==> config.mk <==
export PLATFORM = sky130hd
export DESIGN_NAME = tiny_rv_core
export DESIGN_NICKNAME = d
export VERILOG_FILES = /design/src/rtl/tiny_rv_pkg.sv /design/src/rtl/trv_decode.sv /design/src/rtl/trv_adder.sv /design/src/rtl/trv_regfile.sv /design/src/rtl/tiny_rv_core.sv
export SDC_FILE = /design/constraint.sdc
export NUM_CORES = 2
export LEC_CHECK = 0
export CORE_MARGIN = 5
export CORE_UTILIZATION = 40
export CTS_CLUSTER_DIAMETER = 40
export DETAILED_ROUTE_END_ITERATION = 8
export DONT_BUFFER_PORTS = 1
export PLACE_DENSITY_LB_ADDON = 0.3
export SYNTH_ARGS = -nofsm -noshare
export SYNTH_HDL_FRONTEND = slang
export SYNTH_HIERARCHICAL = 1
export SYNTH_SLANG_ARGS = --single-unit
==> constraint.sdc <==
create_clock -name clk -period 8.7 [get_ports clk]
set_clock_uncertainty 0.1 [all_clocks]
set_input_delay 1.74 -clock clk [delete_from_list [all_inputs] [get_ports clk]]
set_output_delay 1.74 -clock clk [all_outputs]
set_load 0.005 [all_outputs]
==> src/rtl/tiny_rv_pkg.sv <==
package tiny_rv_pkg;

    localparam int XLEN   = 32;
    localparam int NREG   = 32;
    localparam int RIDX_W = $clog2(NREG);

    localparam logic [6:0] OPC_AUIPC = 7'b0010111;
    localparam logic [6:0] OPC_OPIMM = 7'b0010011;
    localparam logic [6:0] OPC_LOAD  = 7'b0000011;
    localparam logic [6:0] OPC_STORE = 7'b0100011;
    localparam logic [6:0] OPC_JALR  = 7'b1100111;

    localparam logic [2:0] F3_ADD  = 3'b000;
    localparam logic [2:0] F3_WORD = 3'b010;

    typedef enum logic [2:0] {
        K_NOP, K_AUIPC, K_ADDI, K_LW, K_SW, K_JALR
    } kind_e;

    typedef struct packed {
        kind_e             kind;
        logic [RIDX_W-1:0] rd;
        logic [RIDX_W-1:0] rs1;
        logic [RIDX_W-1:0] rs2;
        logic [XLEN-1:0]   imm;
        logic              wb;
    } ctrl_t;

    function automatic logic [XLEN-1:0] imm_i(input logic [31:0] w);
        return {{(XLEN-12){w[31]}}, w[31:20]};
    endfunction

    function automatic logic [XLEN-1:0] imm_s(input logic [31:0] w);
        return {{(XLEN-12){w[31]}}, w[31:25], w[11:7]};
    endfunction

    function automatic logic [XLEN-1:0] imm_u(input logic [31:0] w);
        return {w[31:12], 12'b0};
    endfunction

endpackage

==> src/rtl/trv_decode.sv <==
module trv_decode
    import tiny_rv_pkg::*;
(
    input  logic [31:0] instr,
    output ctrl_t       ctl
);
    logic [6:0] opc;
    logic [2:0] f3;

    assign opc = instr[6:0];
    assign f3  = instr[14:12];

    always_comb begin
        ctl      = '0;
        ctl.kind = K_NOP;
        ctl.rd   = instr[11:7];
        ctl.rs1  = instr[19:15];
        ctl.rs2  = instr[24:20];
        if (opc == OPC_AUIPC) begin
            ctl.kind = K_AUIPC;
            ctl.imm  = imm_u(instr);
        end else if (opc == OPC_OPIMM && f3 == F3_ADD) begin
            ctl.kind = K_ADDI;
            ctl.imm  = imm_i(instr);
        end else if (opc == OPC_LOAD && f3 == F3_WORD) begin
            ctl.kind = K_LW;
            ctl.imm  = imm_i(instr);
        end else if (opc == OPC_STORE && f3 == F3_WORD) begin
            ctl.kind = K_SW;
            ctl.imm  = imm_s(instr);
        end else if (opc == OPC_JALR && f3 == F3_ADD) begin
            ctl.kind = K_JALR;
            ctl.imm  = imm_i(instr);
        end
        ctl.wb = (ctl.kind == K_AUIPC) || (ctl.kind == K_ADDI) ||
                 (ctl.kind == K_LW)    || (ctl.kind == K_JALR);
    end
endmodule

==> src/rtl/trv_adder.sv <==
module trv_adder #(
    parameter int W = 32
) (
    input  logic [W-1:0] a,
    input  logic [W-1:0] b,
    output logic [W-1:0] sum
);
    assign sum = a + b;
endmodule

==> src/rtl/trv_regfile.sv <==
module trv_regfile
    import tiny_rv_pkg::*;
#(
    parameter int NRP = 3
) (
    input  logic                         clk,
    input  logic                         rst,
    input  logic                         we,
    input  logic [RIDX_W-1:0]            wa,
    input  logic [XLEN-1:0]              wd,
    input  logic [NRP-1:0][RIDX_W-1:0]   ra,
    output logic [NRP-1:0][XLEN-1:0]     rdat
);
    logic [XLEN-1:0] regs [NREG];

    always_ff @(posedge clk) begin
        if (rst) begin
            for (int i = 0; i < NREG; i++) regs[i] <= '0;
        end else begin
            for (int i = 1; i < NREG; i++) begin
                if (we && wa == RIDX_W'(i)) regs[i] <= wd;
            end
        end
    end

    for (genvar p = 0; p < NRP; p++) begin : g_rport
        assign rdat[p] = (ra[p] == '0) ? '0 : regs[ra[p]];
    end
endmodule

==> src/rtl/tiny_rv_core.sv <==
module tiny_rv_core
    import tiny_rv_pkg::*;
#(
    parameter logic [31:0] RESET_PC = 32'h0000_1000
) (
    input  logic        clk,
    input  logic        rst,
    output logic [31:0] imem_addr,
    input  logic [31:0] imem_rdata,
    output logic [31:0] dmem_addr,
    output logic [31:0] dmem_wdata,
    output logic        dmem_we,
    input  logic [31:0] dmem_rdata,
    input  logic [4:0]  dbg_idx,
    output logic [31:0] dbg_data
);
    localparam logic [XLEN-1:0] STEP = XLEN'(4);

    logic [XLEN-1:0] pc_q, pc_d;
    ctrl_t           ctl;
    logic [XLEN-1:0] op_a, sum, link, wb_data;
    logic [2:0][RIDX_W-1:0] rd_idx;
    logic [2:0][XLEN-1:0]   rd_val;

    trv_decode u_dec (.instr(imem_rdata), .ctl(ctl));

    assign rd_idx = {dbg_idx, ctl.rs2, ctl.rs1};

    trv_regfile #(.NRP(3)) u_rf (
        .clk  (clk),
        .rst  (rst),
        .we   (ctl.wb && !rst),
        .wa   (ctl.rd),
        .wd   (wb_data),
        .ra   (rd_idx),
        .rdat (rd_val)
    );

    assign op_a = (ctl.kind == K_AUIPC) ? pc_q : rd_val[0];

    trv_adder #(.W(XLEN)) u_alu (.a(op_a), .b(ctl.imm), .sum(sum));
    trv_adder #(.W(XLEN)) u_inc (.a(pc_q), .b(STEP),    .sum(link));

    always_comb begin
        case (ctl.kind)
            K_AUIPC, K_ADDI: wb_data = sum;
            K_LW:            wb_data = dmem_rdata;
            K_JALR:          wb_data = link;
            default:         wb_data = '0;
        endcase
    end

    assign pc_d = (ctl.kind == K_JALR) ? (sum & ~XLEN'(1)) : link;

    always_ff @(posedge clk) begin
        if (rst) pc_q <= RESET_PC;
        else     pc_q <= pc_d;
    end

    assign imem_addr  = pc_q;
    assign dmem_addr  = sum & ~XLEN'(3);
    assign dmem_wdata = rd_val[1];
    assign dmem_we    = (ctl.kind == K_SW) && !rst;
    assign dbg_data   = rd_val[2];

    AST_PC_STEP: assert property (@(posedge clk) disable iff (rst)
        (ctl.kind != K_JALR) |=> (pc_q == $past(pc_q) + STEP))
        else $error("non-jump did not advance pc by 4");
    AST_JALR_EVEN: assert property (@(posedge clk) disable iff (rst)
        (ctl.kind == K_JALR) |=> (pc_q[0] == 1'b0))
        else $error("jalr left odd pc");
    AST_WORD_ALIGN: assert property (@(posedge clk) disable iff (rst)
        dmem_we |-> (dmem_addr[1:0] == 2'b00))
        else $error("unaligned store");
    AST_STORE_NO_WB: assert property (@(posedge clk) disable iff (rst)
        dmem_we |-> !ctl.wb)
        else $error("store wrote a register");
    AST_X0_ZERO: assert property (@(posedge clk) disable iff (rst)
        (dbg_idx == 5'd0) |-> (dbg_data == '0))
        else $error("x0 not zero");
endmodule

==> metrics.yaml <==
slew_viol_final: 0
grt_overflow: 0
synthFlopType: "edfxtp_1"
avgRoutedWirePerCell_um: 34.7
stdcell_area_sq_mm: 0.0718
synth_cell_types: 94
slowest_stage: "o21ai_0"
die_area_sq_mm: 0.170
status: "completed"
place_congestion: 0.992
top_level_ports: 200
htreeDepth: 4
io_buffers: 0
max_freq_ghz: 0.119
hold_start: "imem_addr[0]"
final_net_count: 5107
wl_mm: 252
synth_cells: 5126
post-place-ws_ps: 589
final_cell_mix: "edfxtp_1, nor2_1, mux4_2"
wl_met2_mm: 107
first_pass_iters: 6
worst_setup_path_end_kind: "output port"
top_layer_used: "met5"
drive_gt1_share_pct: 24.1
cts_sinks: 1024
clockBufferDepth: 3
ff_latch_area_sq_mm: 0.0304
tightestPinTransition_ps: 1400
cts_made_buffers: 148
grt_start_max_net_pins: 242
path_buf_inv: 1
antenna_left: 0
synth-async-reset-ratio_pct: 0
synth_edf_count: 992
cellPowerDensity_mw_per_mm2: 202
swShare_pct: 27.8
clk_latency_ps: 830
peakVddDrop_uv: 217
initial_utilization_pct: 40.2
start_kind: "input port"
drt_first_iter_violations: 8142
power.switching_w: 0.00403
clkPwrFrac_pct: 43.5
cp.required_ps: 6860
grt_pass1_vias: 46600
critPathMaxFanout: 229
drc: 0
wl_met3_mm: 40.4
grt_pass1_wl_mm: 350
power_frac_comb_pct: 15.8
r2r_end: "u_rf/regs[26][28]"
hold_buffers: 0
viasPerCell: 6.78
core_area_sq_mm: 0.161
r2r_cells: 18
syn_to_final_growth_pct: 11.1
met1_length_mm: 91.6
p_leak_nw: 25.0
ctsResizeCount: 0
post_cts_buffers: 0
vias: 49200
path_class: "input port to output port"
track_usage_pct: 28.8
multi_input_area_sq_mm: 0.0321
internal_power_w: 0.0105
postPlaceCellArea_sq_mm: 0.0667
relSlewSlack_pct: 5.98
setup_viol: 0
path_clk_slew_ps: 40
period_needed_ps: 8440
cts_tree: "done"
worst-r2r-setup-slack_ps: 1900
synth.avg_cell_area_sq_um: 12.6
fin_setup_tns_ps: 0
worstReg2RegStart: "u_rf/regs[26][22]"
syn_area_sq_mm: 0.0647
synth-seq-area-share_pct: 47.1
fin_util_pct: 44.7
p_seq_share_pct: 40.7
final_common_cell: "edfxtp_1"
cap_violations: 0
ys_seq_elements: 1024
slowest_delay_ps: 920
die_x_um: 412
nFillCells: 14600
setup_ws_ps: 263
holdPathStages: 2
grt_antenna_before_repair: 12
hpwl_mm: 144
grt_setup_unrepaired: "false"
path_cells: "nor2b_4 > a221oi_1 > nor3_1 > a21oi_1 > o21ai_0 > mux2_2 > ha_1 > fa_1 > a21o_1 > a221o_1 > nand4_1 > a21boi_0 > nor4_1 > a311oi_1 > buf_4"
yosys_warnings: 6
dieHeight_um: 412
whs_endpoint: "imem_addr[0]"
p_total_w: 0.0145
crit_family: "compound AO/OA/AOI/OAI gates"
hold_path.class: "register to register"
crit_arrival_ps: 6600
cts-root-buf: "clkbuf_16"
hold_viol: 0
finalCritPeriodShare_pct: 97.0
fp-row-count: 147
-- final cells by class --
type                       count  share of cell area, %
timing repair buffer         152                   1.64
clock inverter               109                   1.90
multi-input combinational   3588                   44.7
clock buffer                 164                   5.30
antenna                        8                 0.0279
sequential                  1024                   42.4
tap                         2160                   3.76
inverter                      58                  0.312
-- power by group through the flow --
stage                     sequential (W)  combinational (W)  clock, W
after detailed placement         0.00598            0.00217         0
after global placement           0.00597            0.00216         0
after global routing             0.00591            0.00240   0.00658
after floorplan                  0.00585            0.00173         0
final                            0.00589            0.00229   0.00631
after CTS                        0.00588            0.00218   0.00635
-- synthesized netlist by cell type, types with 6 or more instances --
master | n | area [sq um]
a211o_1 | 6 | 52.6
nor3_1 | 88 | 440
and2_1 | 9 | 56.3
nor2b_1 | 84 | 526
xor2_1 | 23 | 201
nor2_1 | 672 | 2520
a22oi_1 | 29 | 218
a221oi_1 | 67 | 587
buf_6 | 15 | 169
xnor2_1 | 30 | 263
edfxtp_1 | 992 | 29800
mux2_2 | 92 | 1040
buf_1 | 41 | 154
mux2i_1 | 261 | 2610
and3_1 | 12 | 75.1
clkbuf_1 | 233 | 875
o21bai_1 | 12 | 90.1
nand2b_1 | 73 | 457
a21o_1 | 39 | 293
a311oi_1 | 10 | 87.6
nand4_1 | 12 | 75.1
a41oi_1 | 6 | 52.6
dfxtp_1 | 32 | 641
buf_2 | 130 | 651
nand4b_1 | 34 | 298
a211oi_1 | 7 | 52.6
a21oi_1 | 300 | 1500
o221ai_1 | 52 | 455
o21ai_0 | 121 | 606
nand2_1 | 529 | 1990
nand3_1 | 89 | 445
mux4_2 | 613 | 13800
mux2_4 | 31 | 465
ha_1 | 62 | 776
buf_4 | 69 | 518
o211ai_1 | 74 | 556
inv_1 | 54 | 203
o21a_1 | 10 | 75.1
-- sequential cells by signal (all words and copies together), names as in the netlist --
signal / cells
u_rf/regs: 992
imem_addr: 32
-- worst register-to-register path, stage by stage, from the launching register on --
cell and delay, ps:
edfxtp_1 410, mux4_2 470, nand2_1 100, nand2_1 50, o211ai_1 450, o21ai_0 620
mux2_4 480, ha_1 400, a21oi_1 260, a21boi_0 180, a211o_1 290, a31oi_1 140
nor2b_1 350, mux2i_1 440, buf_4 190, mux2i_1 60, o221ai_1 570, nand2_1 500
inv_1 500
-- logic make-up after synthesis --
family,Yosys count,synth area share [%]
and+or+nand+nor,1639,11.1
DFF,1024,47.1
muxes,997,27.7
AOI/OAI and AO/OA,800,8.14
buffers and inverters,547,4.00
adders and majority gates,64,1.26
xor gates and xnor gates,53,0.718
other,2,0.0116
-- how the worst max path moves through the flow --
stage,slack [ps],depth (start not counted),startpoint,endpoint
2_1_floorplan,1380,18,imem_rdata[15],dmem_addr[30]
3_3_place_gp,560,18,imem_rdata[15],u_rf/regs[31][28]
3_5_place_dp,590,18,imem_rdata[15],u_rf/regs[29][28]
4_1_cts,720,13,imem_rdata[15],dmem_addr[28]
5_1_grt,320,14,imem_rdata[16],dmem_addr[28]
6_report,260,15,imem_rdata[16],dmem_addr[20]
-- through the flow --
stage                     std cells  hold slack, ps
after floorplan                5159             577
after global placement         6982             814
after detailed placement       6982             796
after CTS                      7255             820
after global routing           7255             841
final                          7263             824
-- metal layers --
metal  vias to the layer above  track usage (%)
li1                      19600                -
met1                     25100             38.0
met2                      3792             41.6
met3                       673             11.6
met4                         8             13.6
met5                         -                0
Power figures use the tool's default switching activity.
